==> src/rtl/win_irq_pkg.sv <==
package win_irq_pkg;

  // Number of consecutive out-of-band readings demanded by a run-length code:
  // code 0 -> 1, code k>0 -> 2^(k+1).
  function automatic int run_need(input int code);
    if (code == 0) return 1;
    return 1 << (code + 1);
  endfunction

  // Longest run any code can demand for a given code width.
  function automatic int run_max(input int code_w);
    return run_need((1 << code_w) - 1);
  endfunction

endpackage

==> src/rtl/win_cmp.sv <==
module win_cmp #(
  parameter int DATA_W = 16,
  parameter int THR_W  = 8
) (
  input  logic [DATA_W-1:0] sample,
  input  logic [THR_W-1:0]  bound_hi,
  input  logic [THR_W-1:0]  bound_lo,
  output logic              above,
  output logic              below
);
  localparam int PAD_W = DATA_W - THR_W;

  logic [DATA_W-1:0] hi_full;
  logic [DATA_W-1:0] lo_full;

  generate
    if (PAD_W > 0) begin : g_pad
      assign hi_full = {bound_hi, {PAD_W{1'b0}}};
      assign lo_full = {bound_lo, {PAD_W{1'b0}}};
    end else begin : g_nopad
      assign hi_full = bound_hi[THR_W-1 -: DATA_W];
      assign lo_full = bound_lo[THR_W-1 -: DATA_W];
    end
  endgenerate

  always_comb begin
    above = (sample > hi_full);
    below = (sample < lo_full);
  end
endmodule

==> src/rtl/run_counter.sv <==
module run_counter #(
  parameter int CODE_W = 2
) (
  input  logic              clk,
  input  logic              rst_n,
  input  logic              clr,
  input  logic              hold_zero,
  input  logic              step,
  input  logic              outside,
  input  logic [CODE_W-1:0] code,
  output logic              hit
);
  import win_irq_pkg::*;

  localparam int MAX_RUN = run_max(CODE_W);
  localparam int CNT_W   = $clog2(MAX_RUN + 1);

  logic [CNT_W-1:0] cnt_q;
  logic [CNT_W-1:0] cnt_d;
  logic             cnt_en;
  logic [CNT_W:0]   cnt_plus;
  logic [CNT_W:0]   need;

  always_comb begin
    need = '0;
    for (int k = 0; k < (1 << CODE_W); k++) begin
      if (code == CODE_W'(k)) need = (CNT_W+1)'(run_need(k));
    end
  end

  always_comb begin
    cnt_plus = {1'b0, cnt_q} + 1'b1;
    hit      = step && outside && (cnt_plus >= need);
  end

  always_comb begin
    cnt_d  = cnt_q;
    cnt_en = 1'b0;
    if (clr || hold_zero) begin
      cnt_d  = '0;
      cnt_en = 1'b1;
    end else if (step) begin
      cnt_en = 1'b1;
      if (!outside) begin
        cnt_d = '0;
      end else if (cnt_plus > (CNT_W+1)'(MAX_RUN)) begin
        cnt_d = CNT_W'(MAX_RUN);
      end else begin
        cnt_d = cnt_plus[CNT_W-1:0];
      end
    end
  end

  always_ff @(posedge clk or negedge rst_n) begin
    if (!rst_n) begin
      cnt_q <= '0;
    end else if (cnt_en) begin
      cnt_q <= cnt_d;
    end
  end
endmodule

==> src/rtl/irq_latch.sv <==
module irq_latch (
  input  logic clk,
  input  logic rst_n,
  input  logic set,
  input  logic clr,
  output logic flag
);
  logic flag_q;
  logic flag_d;
  logic upd;

  always_comb begin
    upd    = set || clr;
    flag_d = clr ? 1'b0 : 1'b1;
  end

  always_ff @(posedge clk or negedge rst_n) begin
    if (!rst_n) begin
      flag_q <= 1'b0;
    end else if (upd) begin
      flag_q <= flag_d;
    end
  end

  assign flag = flag_q;
endmodule

==> src/rtl/win_irq_top.sv <==
module win_irq_top #(
  parameter int DATA_W = 16,
  parameter int THR_W  = 8,
  parameter int CODE_W = 2
) (
  input  logic              clk,
  input  logic              rst_n,
  input  logic              core_en,
  input  logic              rd_valid,
  input  logic [DATA_W-1:0] rd_data,
  input  logic [THR_W-1:0]  thr_hi,
  input  logic [THR_W-1:0]  thr_lo,
  input  logic [CODE_W-1:0] persist_code,
  input  logic              clr_cmd,
  output logic              irq_flag,
  output logic              irq_pull_low
);
  logic above;
  logic below;
  logic outside;
  logic step;
  logic hit;
  logic flag;

  win_cmp #(.DATA_W(DATA_W), .THR_W(THR_W)) u_cmp (
    .sample   (rd_data),
    .bound_hi (thr_hi),
    .bound_lo (thr_lo),
    .above    (above),
    .below    (below)
  );

  always_comb begin
    outside = above || below;
    step    = rd_valid && core_en;
  end

  run_counter #(.CODE_W(CODE_W)) u_run (
    .clk       (clk),
    .rst_n     (rst_n),
    .clr       (clr_cmd),
    .hold_zero (!core_en),
    .step      (step),
    .outside   (outside),
    .code      (persist_code),
    .hit       (hit)
  );

  irq_latch u_latch (
    .clk   (clk),
    .rst_n (rst_n),
    .set   (hit),
    .clr   (clr_cmd),
    .flag  (flag)
  );

  assign irq_flag     = flag;
  assign irq_pull_low = flag;
endmodule

==> config.mk <==
export PLATFORM = sky130hd
export DESIGN_NAME = win_irq_top
export DESIGN_NICKNAME = d
export VERILOG_FILES = /design/src/rtl/win_irq_pkg.sv /design/src/rtl/win_cmp.sv /design/src/rtl/run_counter.sv /design/src/rtl/irq_latch.sv /design/src/rtl/win_irq_top.sv
export SDC_FILE = /design/constraint.sdc
export NUM_CORES = 1
export LEC_CHECK = 0
export ABC_AREA = 1
export BUFFER_PORTS_ARGS = -buffer_cell sky130_fd_sc_hd__buf_2
export CAP_MARGIN = 20
export CORE_ASPECT_RATIO = 0.9
export CORE_MARGIN = 1
export CORE_UTILIZATION = 35
export DETAILED_ROUTE_END_ITERATION = 6
export SYNTH_ARGS = -nofsm -noshare
export SYNTH_HDL_FRONTEND = slang
export SYNTH_SLANG_ARGS = --single-unit
==> constraint.sdc <==
create_clock -name clk -period 2.1 [get_ports clk]
set_clock_uncertainty 0.05 [all_clocks]
set_input_delay 0.105 -clock clk [delete_from_list [all_inputs] [get_ports clk]]
set_output_delay 0.105 -clock clk [all_outputs]
set_load 0.01 [all_outputs]
## Word-level counts from Yosys, hierarchy flattened

Index checks and enable logic that the tools add are counted.

| word-level totals | value |
|---|---|
| logic and storage cells | 33 |
| bits in registers | 6 |
| input port bits | 39 |

| cells by class | value |
|---|---|
| add/subtract/negate cells | 1 |
| equality and inequality tests | 3 |
| $lt $le $gt $ge | 4 |
| reduce and logical (&&, ||, !) cells | 10 |
| multiplexer cells | 13 |

Operator list:

| operator | count |
|---|---|
| $mux 5 | 4 |
| $mux 6 | 3 |
| $gt 16x16->1 | 1 |
| $lt 16x16->1 | 1 |
| $add 5x1->6 const B | 1 |
| $ge 6x6->1 | 1 |
| $gt 6x5->1 const B | 1 |
| $eq 2x2->1 const B | 2 |
| $mux 1 | 4 |
| $mux 2 | 2 |
| $logic_and 1x1->1 | 3 |
| $logic_or 1x1->1 | 3 |
| $eq 2x1->1 const B | 1 |
| $logic_not 2->1 | 1 |
| $reduce_and 2->1 | 1 |
| $reduce_bool 2->1 | 1 |
| $logic_not 1->1 | 1 |

## Longest topological paths before layout

| depth | value |
|---|---|
| depth after elaboration | 10 |
| depth in mapped cells | 13 |
| gate-level depth less buffers | 13 |

## By module

Synthesis repeated with hierarchy kept, for this count alone.

| second synthesis, totals | value |
|---|---|
| cell total of the unflattened synthesis | 147 |
| area total of the unflattened synthesis | 942.2 sq um |

By module, submodules not included:

| module | area an instance (sq um) | cells each | instances |
|---|---|---|---|
| run_counter | 450.4 | 64 | 1 |
| win_cmp | 429.2 | 73 | 1 |
| irq_latch | 32.5 | 3 | 1 |
| win_irq_top | 30.0 | 7 | 1 |

## Least setup slack after synthesis

OpenSTA, ideal clock, no wires.

| timing path | value |
|---|---|
| kind | register to register |
| start point | register u_run.cnt_q[0] |
| end point | register u_latch.flag_q, in the netlist u_latch.flag |
| setup time | 0.118 ns |
| arrival time | 1.615 ns |
| cell stages (with the launch flop) | 11 |
| period minus slack after synthesis | 1.783 ns |
| setup slack | 0.317 ns |
| required time | 1.932 ns |
| cell sequence | dfrtp_1 -> ha_1 -> xnor2_1 -> inv_1 -> ha_1 -> nand2_1 -> nor2_1 -> nand3_1 -> nand4_1 -> nand4_1 -> nand2_1 |

| between the ends | value |
|---|---|
| longest elaborated chain between the ends | 4 |

RTL lines:

| item | line | text |
|---|---|---|
| from (decl) | run_counter.sv:18 | `logic [CNT_W-1:0] cnt_q;` |
| from (signal assigned) | run_counter.sv:58 | `cnt_q <= cnt_d;` |
| $add 5x1->6 | run_counter.sv:32 | `cnt_plus = {1'b0, cnt_q} + 1'b1;` |
| $ge 6x6->1 | run_counter.sv:33 | `hit = step && outside && (cnt_plus >= need);` |
| $logic_and 1x1->1 | run_counter.sv:33 |  |
| $logic_or 1x1->1 | irq_latch.sv:13 | `upd = set \|\| clr;` |
| to (signal assigned) | irq_latch.sv:21 | `flag_q <= flag_d;` |
| to (decl) | irq_latch.sv:8 | `logic flag_q;` |

No other way between the ends.
A chain may end at the register's enable or synchronous reset.

## Worst setup path after layout

| timing path | value |
|---|---|
| start point | register u_run.cnt_q[1] |
| end point | register u_latch.flag_q, in the netlist u_latch.flag |

Same word-level chain as after synthesis.

==> run summary <==
DRT
-------------------------------------------------------------------------------------
Antenna Nets Post-Route ................................................            0
First-pass DRT Iterations ..............................................            6
Via density per instance ...............................................         4.74
Vias ...................................................................         1061
Violation count after the first detailed-routing iteration .............           24
Total Wirelength .......................................................      2120 µm
Number of DRC violations after detailed routing ........................            1
Wirelength per Cell ....................................................      9.46 µm

RUN
-------------------------------------------------------------------------------------
Number of max-capacitance violations reported ..........................            0

CLOCKING
-------------------------------------------------------------------------------------
Number of buffers created by CTS .......................................            3
Clock Sink Count .......................................................            6
Clock tree from TritonCTS ..............................................          yes
Clock transition at the registers of the reported paths ................      0.05 ns
H-tree depth ...........................................................            1
Number of gates resized after cts ......................................            0
Clock insertion delay at the later pin of the skew report ..............      0.24 ns
Buffer levels on the longest clock path ................................            2
CTS Hold Buffers Added .................................................            1
CTS Root Cell ..........................................................     clkbuf_4
Setup repair bufs after CTS ............................................            0

STA
-------------------------------------------------------------------------------------
Relative max-transition margin .........................................        78.0%
Number of pins with negative max-slew slack in the final report ........            0
Count of endpoints failing setup in the final report ...................            0
Final Hold Vio Count ...................................................            0
Slew at the pin closest to its max-slew limit ..........................     0.329 ns
F_max ..................................................................      529 MHz
Setup repair after global routing missed its margin ....................           no
Sum Neg Setup Slack ....................................................         0 ns
Shortest period the worst path allows ..................................      1.89 ns
Worst hold slack .......................................................    0.0876 ns
Ratio of final minimum period to clock period ..........................        90.0%

GLOBAL ROUTE
-------------------------------------------------------------------------------------
Gr usage total .........................................................        16.7%
Global-route wire length before repair .................................      4010 µm
Overflow left after global routing .....................................            0
Maximum number of pins on one net before global-route repair ...........            9
Met1 track utilization from global routing .............................        22.0%
Number of antenna violations at the first check in global routing ......            0
GR met2 Demand/Resource ................................................        30.4%
GR Layer Usage met3 ....................................................        2.74%
Top Usage Layer GRT ....................................................         met2
Via count of the first global-routing pass .............................         1006

FLOORPLAN
-------------------------------------------------------------------------------------
Height of the chip .....................................................      52.1 µm
Count of boundary I/O pins .............................................           41
Number of standard-cell rows in the floorplan ..........................           17
Total Die Area .........................................................     3010 µm²
Overall die width ......................................................      57.7 µm
Area of the core .......................................................     2550 µm²
Initial Utilization ....................................................        38.3%

OUTCOME
-------------------------------------------------------------------------------------
Status ................................................................. finished with violations
Violations in the final reports ........................................ design-rule violations

HOLD PATH
-------------------------------------------------------------------------------------
Instance count along the most critical hold path .......................            4
Hold WC Path Type ...................................................... input pin to register

CELLS AND AREA
-------------------------------------------------------------------------------------
Area of all placed cells without fillers ...............................     1240 µm²
Area overhead of the layout relative to synthesis ......................        27.4%
Diode insertion count for antenna repair ...............................            0
Most frequent standard cell in the layout excluding fill and tap cells .      nand2_1
# fillers ..............................................................          282
Total Nets Final .......................................................          258
Non-filler cells, final ................................................          224
Commonest non-fill, non-tap cells in the layout ........................ nand2_1 (45), buf_2 (40), inv_1 (29), ha_1 (21), nor2_1 (13)
Fraction of final layout cells with drive strength greater than 1 ......        27.0%
Final Core Density .....................................................        48.8%

CRITICAL PATH
-------------------------------------------------------------------------------------
Startpoint types .......................................................     register
Reg2Reg Depth ..........................................................           10
CP required ............................................................      2.23 ns
Slowest stage cell, crit path ..........................................      dfrtp_1
Delay of the slowest cell on the worst path ............................      0.43 ns
Element type at the critical path end ..................................     register
CP arrival .............................................................      2.02 ns
Crit Path Class ........................................................ register to register
Crit-path cells ........................................................ ha_1 -> xnor2_1 -> inv_1 -> ha_1 -> nand2_1 -> nor2_1 -> nand3_1 -> nand4_1 -> nand4_1 -> nand2_1
Largest fanout of any net on the critical path .........................            6

YOSYS
-------------------------------------------------------------------------------------
Proportion of synthesized chip area in sequential cells ................        15.4%
Synthesis Warnings .....................................................            0
Flip-flop and latch count after synthesis ..............................            6
Net count after synthesis ..............................................          212
Mean Syn Cell Area .....................................................     6.43 µm²
Count of cell types in the netlist .....................................           21
Summed instance area of the synthesized netlist ........................      977 µm²
Cells after Synth ......................................................          152

POWER
-------------------------------------------------------------------------------------
Largest vdd supply drop ................................................   0.000216 V
Power density over cell area ...........................................   296 nW/µm²
Reported leakage power .................................................     0.796 nW

PLACE
-------------------------------------------------------------------------------------
Inst Count DP ..........................................................          220
Last weighted congestion value of the routability-driven placer ........        0.794
Number of input and output port buffers inserted .......................           40
Post-place instance area ...............................................     1210 µm²
Detailed placer's ending HPWL ..........................................      1960 µm

==> metrics by stage <==
step	total power [W]	setup slack, ns
6_report	0.000369	0.209
5_1_grt	0.000409	0.0627
4_1_cts	0.000376	0.198
3_5_place_dp	0.000268	0.218
3_3_place_gp	0.000263	0.282
2_1_floorplan	0.000207	0.317
==> power by group <==
group	switching, W	internal [W]
Combinational	0.0000764	0.0000694
Sequential	0.00000138	0.000118
Clock	0.0000390	0.0000645
==> cell families (layout without fill, tap and decap cells) <==
| family | Yosys count | count (layout) | share of synthesized area (%) |
|---|---|---|---|
| adders and majority gates | 21 | 21 | 26.9 |
| xor gates and xnor gates | 2 | 2 | 2.56 |
| and+or+nand+nor | 81 | 81 | 36.2 |
| AOI/OAI and AO/OA | 10 | 10 | 6.27 |
| buffers and inverters | 32 | 76 | 12.7 |
| DFF | 6 | 6 | 15.4 |
==> final timing paths <==
check / start / endpoint / slack, ns
worst max-delay path: u_run.cnt_q[1]$_DFFE_PN0P_ / u_latch.flag$_DFFE_PN0P_ / 0.21
worst min-delay path: clr_cmd / u_latch.flag$_DFFE_PN0P_ / 0.09
worst max register to register: u_run.cnt_q[1]$_DFFE_PN0P_ / u_latch.flag$_DFFE_PN0P_ / 0.21
worst min register to register: u_latch.flag$_DFFE_PN0P_ / u_latch.flag$_DFFE_PN0P_ / 0.46
max in group asynchronous: rst_n / u_run.cnt_q[2]$_DFFE_PN0P_ / 1.68
min in group asynchronous: rst_n / u_run.cnt_q[4]$_DFFE_PN0P_ / 0.17
==> registers in the layout, summed over array words and instances, names as in the netlist <==
register,flops
u_run.cnt_q,5
u_latch.flag,1
==> critical path, delay by kind of cell (launching register included) <==
kind	cells	cell delay [ns]
buffers and inverters	1	0.08
and+or+nand+nor	6	0.48
adders and majority gates	2	0.52
DFF	1	0.43
xor gates and xnor gates	1	0.27
==> cells in the mapped netlist <==
| library cell | instances | share of area, % |
|---|---|---|
| nand2_1 | 45 | 17 |
| inv_1 | 29 | 11 |
| ha_1 | 21 | 27 |
| nor2_1 | 13 | 5.0 |
| nand3_1 | 8 | 4.1 |
| a21oi_1 | 7 | 3.6 |
| nand4_1 | 7 | 4.5 |
| dfrtp_1 | 6 | 15 |
| inv_2 | 2 | 0.77 |
| nand2_2 | 2 | 1.3 |
| nor3_1 | 2 | 1.0 |
| a21boi_2 | 1 | 1.2 |
| a21o_1 | 1 | 0.77 |
| buf_4 | 1 | 0.77 |
| nand3_2 | 1 | 1.0 |
| nor2_2 | 1 | 0.64 |
| nor3b_1 | 1 | 0.77 |
| o21a_1 | 1 | 0.77 |
| or2_2 | 1 | 0.64 |
| xnor2_1 | 1 | 0.90 |
| xor2_2 | 1 | 1.7 |
==> area by class of cell <==
type	count	area (µm²)	area share, %
flip-flops and latches	6	150	12.1
inverters	31	116	9.35
clock buffers	3	22.5	1.81
repair buffers	42	218	17.5
well taps	28	35.0	2.81
multi-input cells	114	703	56.5
==> metal layers <==
metal,share of wire (%),up-vias
li1,-,572
met1,49,464
met2,46,25
met3,4.7,0
met4,0,0
met5,0,-
No activity file was read; power rests on OpenSTA's default activity.
